[src/rtl/cfg_serial_rx_pkg.sv]
package cfg_serial_rx_pkg;

  typedef enum logic [2:0] {
    ST_HUNT,
    ST_SYNC,
    ST_LEN,
    ST_FILL,
    ST_LOAD,
    ST_PASS
  } rxState_t;

  // Strobes from the control FSM to the datapath, valid for the current bit.
  typedef struct packed {
    logic fwdBit;     // value to send downstream for this bit
    logic shiftLen;   // bit belongs to the length field
    logic shiftWord;  // bit belongs to this device's share
    logic wordLast;   // bit completes a parallel word
    logic countBit;   // bit counts towards the length total
  } rxCtrl_t;

  // Start pattern, bit 3 arrives first.
  localparam logic [3:0] SyncPattern = 4'b0010;

endpackage

[src/rtl/cfg_rx_ctrl.sv]
module cfg_rx_ctrl
  import cfg_serial_rx_pkg::*;
#(
  parameter int OWN_BITS  = 64,
  parameter int WORD_W    = 32,
  parameter int LEN_W     = 24,
  parameter int MIN_ONES  = 8,
  parameter int FILL_BITS = 4
) (
  input  logic    cfgClk,
  input  logic    rstN,
  input  logic    din,
  input  logic    active,
  output rxCtrl_t ctrl
);

  localparam int MaxField = (OWN_BITS > LEN_W) ? OWN_BITS : LEN_W;
  localparam int CntW     = $clog2(MaxField + 1);
  localparam int OnesW    = $clog2(MIN_ONES + 1);
  localparam int WordCntW = $clog2(WORD_W);

  rxState_t              state;
  logic [OnesW-1:0]      onesCnt;
  logic [CntW-1:0]       fieldCnt;
  logic [WordCntW-1:0]   wordCnt;
  logic                  runReady;
  logic                  syncExpect;

  assign runReady   = (onesCnt == OnesW'(MIN_ONES));
  assign syncExpect = SyncPattern[~fieldCnt[1:0]];

  always_comb begin
    ctrl        = '0;
    ctrl.fwdBit = 1'b1;
    if (active) begin
      unique case (state)
        ST_HUNT: ctrl.fwdBit = runReady ? din : 1'b1;
        ST_SYNC, ST_FILL: ctrl.fwdBit = din;
        ST_LEN: begin
          ctrl.fwdBit   = din;
          ctrl.shiftLen = 1'b1;
        end
        ST_LOAD: begin
          ctrl.shiftWord = 1'b1;
          ctrl.countBit  = 1'b1;
          ctrl.wordLast  = (wordCnt == WordCntW'(WORD_W - 1));
        end
        ST_PASS: begin
          ctrl.fwdBit   = din;
          ctrl.countBit = 1'b1;
        end
        default: ctrl.fwdBit = 1'b1;
      endcase
    end
  end

  always_ff @(posedge cfgClk or negedge rstN) begin
    if (!rstN) begin
      state    <= ST_HUNT;
      onesCnt  <= '0;
      fieldCnt <= '0;
      wordCnt  <= '0;
    end else if (active) begin
      unique case (state)
        ST_HUNT: begin
          if (din) begin
            if (!runReady) onesCnt <= onesCnt + 1'b1;
          end else if (runReady) begin
            state    <= ST_SYNC;
            fieldCnt <= CntW'(1);
            onesCnt  <= '0;
          end else begin
            onesCnt <= '0;
          end
        end
        ST_SYNC: begin
          if (din == syncExpect) begin
            if (fieldCnt == CntW'(3)) begin
              state    <= ST_LEN;
              fieldCnt <= '0;
            end else begin
              fieldCnt <= fieldCnt + 1'b1;
            end
          end else begin
            state    <= ST_HUNT;
            fieldCnt <= '0;
            onesCnt  <= din ? OnesW'(1) : '0;
          end
        end
        ST_LEN: begin
          if (fieldCnt == CntW'(LEN_W - 1)) begin
            state    <= ST_FILL;
            fieldCnt <= '0;
          end else begin
            fieldCnt <= fieldCnt + 1'b1;
          end
        end
        ST_FILL: begin
          if (fieldCnt == CntW'(FILL_BITS - 1)) begin
            state    <= ST_LOAD;
            fieldCnt <= '0;
          end else begin
            fieldCnt <= fieldCnt + 1'b1;
          end
        end
        ST_LOAD: begin
          wordCnt <= wordCnt + 1'b1;
          if (fieldCnt == CntW'(OWN_BITS - 1)) begin
            state    <= ST_PASS;
            fieldCnt <= '0;
          end else begin
            fieldCnt <= fieldCnt + 1'b1;
          end
        end
        default: state <= state;
      endcase
    end
  end

endmodule

[src/rtl/cfg_rx_path.sv]
module cfg_rx_path
  import cfg_serial_rx_pkg::*;
#(
  parameter int WORD_W = 32,
  parameter int LEN_W  = 24
) (
  input  logic              cfgClk,
  input  logic              rstN,
  input  logic              din,
  input  rxCtrl_t           ctrl,
  output logic              dout,
  output logic [WORD_W-1:0] wordData,
  output logic              wordStrobe,
  output logic              doneFlag
);

  logic [LEN_W-1:0]  lenReg;
  logic [LEN_W-1:0]  bitTotal;
  logic [WORD_W-2:0] wordShift;
  logic              fwdHold;

  // Rising edge: capture the bit and everything it drives.
  always_ff @(posedge cfgClk or negedge rstN) begin
    if (!rstN) begin
      lenReg     <= '0;
      bitTotal   <= '0;
      wordShift  <= '0;
      wordData   <= '0;
      wordStrobe <= 1'b0;
      doneFlag   <= 1'b0;
      fwdHold    <= 1'b1;
    end else begin
      fwdHold    <= ctrl.fwdBit;
      wordStrobe <= ctrl.wordLast;
      if (ctrl.shiftLen)  lenReg    <= {lenReg[LEN_W-2:0], din};
      if (ctrl.shiftWord) wordShift <= {wordShift[WORD_W-3:0], din};
      if (ctrl.wordLast)  wordData  <= {wordShift, din};
      if (ctrl.countBit && !doneFlag) begin
        bitTotal <= bitTotal + 1'b1;
        if (bitTotal + LEN_W'(1) == lenReg) doneFlag <= 1'b1;
      end
    end
  end

  // Falling edge: half-period re-timing of the forwarded bit.
  always_ff @(negedge cfgClk or negedge rstN) begin
    if (!rstN) dout <= 1'b1;
    else       dout <= fwdHold;
  end

endmodule

[src/rtl/cfg_serial_rx.sv]
module cfg_serial_rx
  import cfg_serial_rx_pkg::*;
#(
  parameter int OWN_BITS  = 64,
  parameter int WORD_W    = 32,
  parameter int LEN_W     = 24,
  parameter int MIN_ONES  = 8,
  parameter int FILL_BITS = 4
) (
  input  logic              cfgClk,
  input  logic              rstN,
  input  logic              din,
  input  logic [2:0]        modeSel,
  input  logic              initLine,
  output logic              dout,
  output logic [WORD_W-1:0] wordData,
  output logic              wordStrobe,
  output logic              doneFlag
);

  localparam logic [2:0] SlaveMode = 3'b111;

  rxCtrl_t ctrl;
  logic    active;

  assign active = (modeSel == SlaveMode) && initLine;

  cfg_rx_ctrl #(
    .OWN_BITS (OWN_BITS),
    .WORD_W   (WORD_W),
    .LEN_W    (LEN_W),
    .MIN_ONES (MIN_ONES),
    .FILL_BITS(FILL_BITS)
  ) u_ctrl (
    .cfgClk(cfgClk),
    .rstN  (rstN),
    .din   (din),
    .active(active),
    .ctrl  (ctrl)
  );

  cfg_rx_path #(
    .WORD_W(WORD_W),
    .LEN_W (LEN_W)
  ) u_path (
    .cfgClk    (cfgClk),
    .rstN      (rstN),
    .din       (din),
    .ctrl      (ctrl),
    .dout      (dout),
    .wordData  (wordData),
    .wordStrobe(wordStrobe),
    .doneFlag  (doneFlag)
  );

endmodule

[config.mk]
export PLATFORM = sky130hd
export DESIGN_NAME = cfg_serial_rx
export DESIGN_NICKNAME = d
export VERILOG_FILES = /design/src/rtl/cfg_serial_rx_pkg.sv /design/src/rtl/cfg_rx_ctrl.sv /design/src/rtl/cfg_rx_path.sv /design/src/rtl/cfg_serial_rx.sv
export SDC_FILE = /design/constraint.sdc
export NUM_CORES = 1
export LEC_CHECK = 0
export BUFFER_PORTS_ARGS = -buffer_cell sky130_fd_sc_hd__buf_4
export CAP_MARGIN = 20
export CORE_ASPECT_RATIO = 1.1
export CORE_MARGIN = 10
export CORE_UTILIZATION = 40
export DETAILED_ROUTE_END_ITERATION = 12
export GPL_TIMING_DRIVEN = 0
export PLACE_DENSITY_LB_ADDON = 0.15
export SYNTH_ARGS = -nofsm -noshare
export SYNTH_HDL_FRONTEND = slang
export SYNTH_SLANG_ARGS = --single-unit
[constraint.sdc]
create_clock -name cfgClk -period 3.4 [get_ports cfgClk]
set_clock_uncertainty 0.05 [all_clocks]
set_input_delay 0.51 -clock cfgClk [delete_from_list [all_inputs] [get_ports cfgClk]]
set_output_delay 0.51 -clock cfgClk [all_outputs]
set_load 0.005 [all_outputs]
### Word level (Yosys, flattened, before mapping)

Index checks and enable logic that the tools add are counted.

| storage, ports and cells | value |
|---|---|
| register bits | 134 |
| input bits | 7 |
| output and inout bits | 35 |

| operators by class | value |
|---|---|
| $add $sub $neg | 4 |
| order comparisons | 1 |
| equality and inequality tests | 21 |
| multiplexer cells | 28 |
| bitwise operators | 1 |
| reductions and logical operators | 13 |

Operators by type and width:

| kind | count |
|---|---|
| $mux 7 | 6 |
| $pmux 7 s5 | 1 |
| $add 24x1->24 const B | 1 |
| $eq 24x24->1 | 1 |
| $mux 3 | 7 |
| $pmux 3 s5 | 1 |
| $mux 4 | 3 |
| $eq 3x3->1 const B | 3 |
| $ne 2x1->1 const B | 4 |
| $pmux 4 s2 | 1 |
| $reduce_and 4->1 | 2 |
| $reduce_and 8->1 | 1 |
| $add 7x1->7 const B | 1 |
| $eq 7x2->1 const B | 1 |
| $eq 7x5->1 const B | 1 |
| $eq 7x6->1 const B | 1 |
| $eq 3x2->1 const B | 2 |
| $ne 3x3->1 const B | 2 |
| $add 5x1->5 const B | 1 |
| $eq 5x5->1 const B | 1 |
| $mux 1 | 5 |
| $mux 5 | 1 |
| $reduce_bool 5->1 | 1 |
| $add 4x1->4 const B | 1 |
| other kinds (16) | 19 |

### Logic depth before layout (Yosys ltp)

| logic depth | value |
|---|---|
| depth after elaboration | 6 |
| gate-level depth with buffers | 9 |

### Hierarchy

A second synthesis with hierarchy kept.

| unflattened totals | value |
|---|---|
| cells, all modules | 531 |
| area total of the unflattened synthesis | 6,414.9 um2 |

By module, submodules not included:

| module | instances | cells an instance | area each (um2) | seq. area each (um2) |
|---|---|---|---|---|
| cfg_rx_path | 1 | 405 | 5,213.8 | 2,880.3 |
| cfg_rx_ctrl | 1 | 125 | 1,192.4 | 475.5 |
| cfg_serial_rx | 1 | 1 | 8.8 | 0.0 |

==> run_results.csv <==
group,metric,value,unit
finish,area_growth,19.1,%
worst_hold_path,hold_class,"in -> async",
worst_setup_path,endpoint_kind,"primary output",
placement,dp_hpwl,8820,microns
timing,slew_headroom,0.433,
global_routing,grt_pass1_vias,4469,
yosys,synth_ff_type,"dfrtp_1",
finish,nets,661,
worst_setup_path,r2r_slack,0.20,ns
timing,setup_viol,0,
die,dieWidth,139,microns
status,status,"completed",
job,cap_violations,0,
clock_tree,post-cts-setup-buffer-count,0,
worst_setup_path,cp_num_cells,1,
clock_tree,cts_resized,0,
power_and_ir_drop,vdd_drop_max,0.329,mV
die,die_area,21000,sq um
worst_setup_path,critPathRequiredTime,2.84,ns
worst_setup_path,cpPeakStageDelay,0.51,ns
worst_setup_path,startpoint,"u_path.dout$_DFF_NN1_",
global_routing,grt.overflow.total,0,
worst_setup_path,crit_path_top_delay_cell,"dfstp_2",
worst_setup_path,cp_num_buf_inv,1,
yosys,syn_inst,585,
power_and_ir_drop,p_leak,3.70,nW
detailed_routing,first_pass_iters,4,
yosys,async_flop_share,1.00,
timing,slew_violations,0,
yosys,ys_ff_latch,134,
worst_setup_path,start_kind,"flop",
clock_tree,cts_tree,"done",
timing,tightest_slew,0.837,ns
worst_setup_path,rr_endpoint,"u_path.doneFlag$_DFFE_PN0P_",
clock_tree,numClockSinks,134,
die,io_pins,42,
finish,layout-drive-gt1-share,0.218,
worst_setup_path,r2r_cells,8,
yosys,synth-edff-count,0,
power_and_ir_drop,p_per_area,490,nW/um^2
yosys,synth_area,6250,sq um
timing,layout_setup_ws,0.0937,ns
worst_setup_path,cp_top_family,"flip-flops",
detailed_routing,vias,4350,
clock_tree,cts_buffers,17,
yosys,synth_xor_area_frac,0.0883,
die,start_util,0.412,
yosys,synth_compound_area_frac,0.0646,
clock_tree,htreeDepth,4,
yosys,synthMuxAreaShare,0.104,
detailed_routing,drt_iter0_drc,275,
timing,finalHoldViolations,0,
yosys,ys_seq_area_frac,0.537,
timing,rsz0062_at_grt,"no",
worst_setup_path,crit_end,"dout",
detailed_routing,drtAntennaViolNets,0,
worst_setup_path,r2r-start,"u_path.bitTotal[1]$_DFFE_PN0P_",
die,row_count,47,
yosys,yosysTopAreaCell,"dfrtp_1",
yosys,synth_top_family_by_area,"simple AND/OR/NAND/NOR gates",
placement,portBuffers,41,
yosys,synth_top_area_share,0.528,
detailed_routing,vias_per_cell,5.08,
yosys,synthAdderAreaFrac,0.0140,
yosys,syn_area_per_cell,10.7,sq um
finish,fin_util,0.491,
clock_tree,cts_buffer_depth,2,
worst_setup_path,crit_type,"reg -> out",
clock_tree,root_buffer,"clkbuf_16",
clock_tree,path_clk_slew,0.06,ns
worst_setup_path,cp.arrival,2.75,ns
global_routing,track_usage,0.126,
worst_setup_path,path_max_fanout,1,
detailed_routing,wl_per_cell,14.8,microns
yosys,syn_nets,599,
die,die_y,151,microns
yosys,synth_area_leaders,"dfrtp_1, mux2_2, nand2_1",
clock_tree,hold_buffers,0,
global_routing,antenna_found_initial,0,
placement,dp_slack,0.253,ns
clock_tree,insertion_delay,0.42,ns
yosys,synth.distinct_cells,53,
placement,place_congestion,0.826,
global_routing,grt_pass1_wl,22100,microns
global_routing,grt_max_degree,69,
finish,n_antenna_cell,0,
die,core_area,15200,sq um
yosys,synth-simple-area-share,0.169,
detailed_routing,drc_errors,0,
yosys,yosysWarnings,0,
worst_setup_path,crit_chain,"buf_4",
detailed_routing,routed_wl,12700,microns
-- final cells by class --
type	instances	area (sq um)
fill	1382	7730
timing repair buffer	43	344
tap	196	245
multi-input combinational	414	2750
clock inverter	15	166
sequential	134	3360
clock buffer	18	439
buffer	28	115
inverter	8	30.0
-- kinds of logic (layout without fill, tap and decap cells) --
family,count (synthesis),after routing
flip-flops,134,134
XOR/XNOR,63,63
buffers and inverters,37,112
multiplexers,58,58
AND/OR/NAND/NOR,230,230
adder cells (fa/ha/maj),7,7
AO/OA/AOI/OAI,56,56
-- cell usage after synthesis (all sizes together) (3+ instances only) --
cell type,number
xor2,19
o21ai,13
o31ai,6
a21oi,5
and4,3
a2111oi,4
nand3,13
nor3,10
nor2b,6
inv,9
a22o,4
nor2,26
mux2,56
nand4,12
and3,7
nand2,132
clkbuf,21
o211ai,3
xnor2,44
nor4,6
buf,7
a41o,3
ha,7
dfrtp,132
-- power breakdown --
group	switching (mW)	internal, mW	leakage (nW)	total [mW]
combinational	0.101	0.0543	1.55	0.155
sequential	0.0187	1.61	1.85	1.63
clock	0.740	1.12	0.300	1.86
total	0.859	2.79	3.70	3.65
-- through the flow --
stage | total power, mW | instances | area, sq um | hold slack [ns] | setup TNS, ns
floorplan | 1.75 | 585 | 6250 | 0.164 | 0
global placement | 1.81 | 822 | 6810 | 0.403 | -0.0880
detailed placement | 1.82 | 823 | 6840 | 0.413 | 0
CTS | 3.70 | 855 | 7440 | 0.0519 | 0
global route | 3.80 | 856 | 7440 | 0.0718 | 0
finish | 3.65 | 856 | 7440 | 0.0310 | 0
-- metal layers --
layer,global-route usage,part of all wire,wire (microns),vias up
met5,0,0,0,-
met4,0.0485,0.010,127,0
met3,0.0370,0.034,429,11
met2,0.202,0.49,6160,61
met1,0.157,0.47,5940,2140
li1,-,-,-,2138
-- registers in the layout, summed over array words and instances, names as in the netlist, 3 cells and up --
register,cells
u_path.wordData,32
u_path.wordShift,31
u_path.bitTotal,24
u_path.lenReg,24
u_ctrl.fieldCnt,7
u_ctrl.wordCnt,5
u_ctrl.onesCnt,4
u_ctrl.state,3
-- placed cells by master, fill, tap and decap left out, types with 5 or more instances in the layout --
cell type / netlist / final
a21oi_1: 5 / 5
and3_1: 7 / 7
buf_2: 7 / 7
buf_4: 0 / 40
clkbuf_1: 20 / 20
clkbuf_16: 0 / 17
dfrtp_1: 132 / 132
ha_1: 7 / 7
inv_1: 9 / 9
inv_6: 0 / 5
mux2_2: 56 / 56
nand2_1: 132 / 132
nand3_1: 13 / 13
nand4_1: 11 / 11
nor2_1: 25 / 25
nor2b_1: 6 / 6
nor3_1: 10 / 10
nor4_1: 6 / 6
o21ai_0: 12 / 12
o31ai_1: 6 / 6
xnor2_1: 44 / 44
xor2_1: 19 / 19
-- worst min-delay path by stage --
stage          slack (ns)                          start                              to
2_1_floorplan        0.16                           rstN  u_ctrl.fieldCnt[0]$_DFFE_PN0P_
3_3_place_gp         0.40  u_ctrl.wordCnt[3]$_DFFE_PN0P_   u_ctrl.wordCnt[3]$_DFFE_PN0P_
3_5_place_dp         0.41  u_ctrl.wordCnt[3]$_DFFE_PN0P_   u_ctrl.wordCnt[3]$_DFFE_PN0P_
4_1_cts              0.05                           rstN   u_path.lenReg[12]$_DFFE_PN0P_
5_1_grt              0.07                           rstN   u_path.lenReg[12]$_DFFE_PN0P_
6_report             0.03                           rstN   u_path.lenReg[12]$_DFFE_PN0P_
Note: power is estimated with default switching activity, not from simulation.
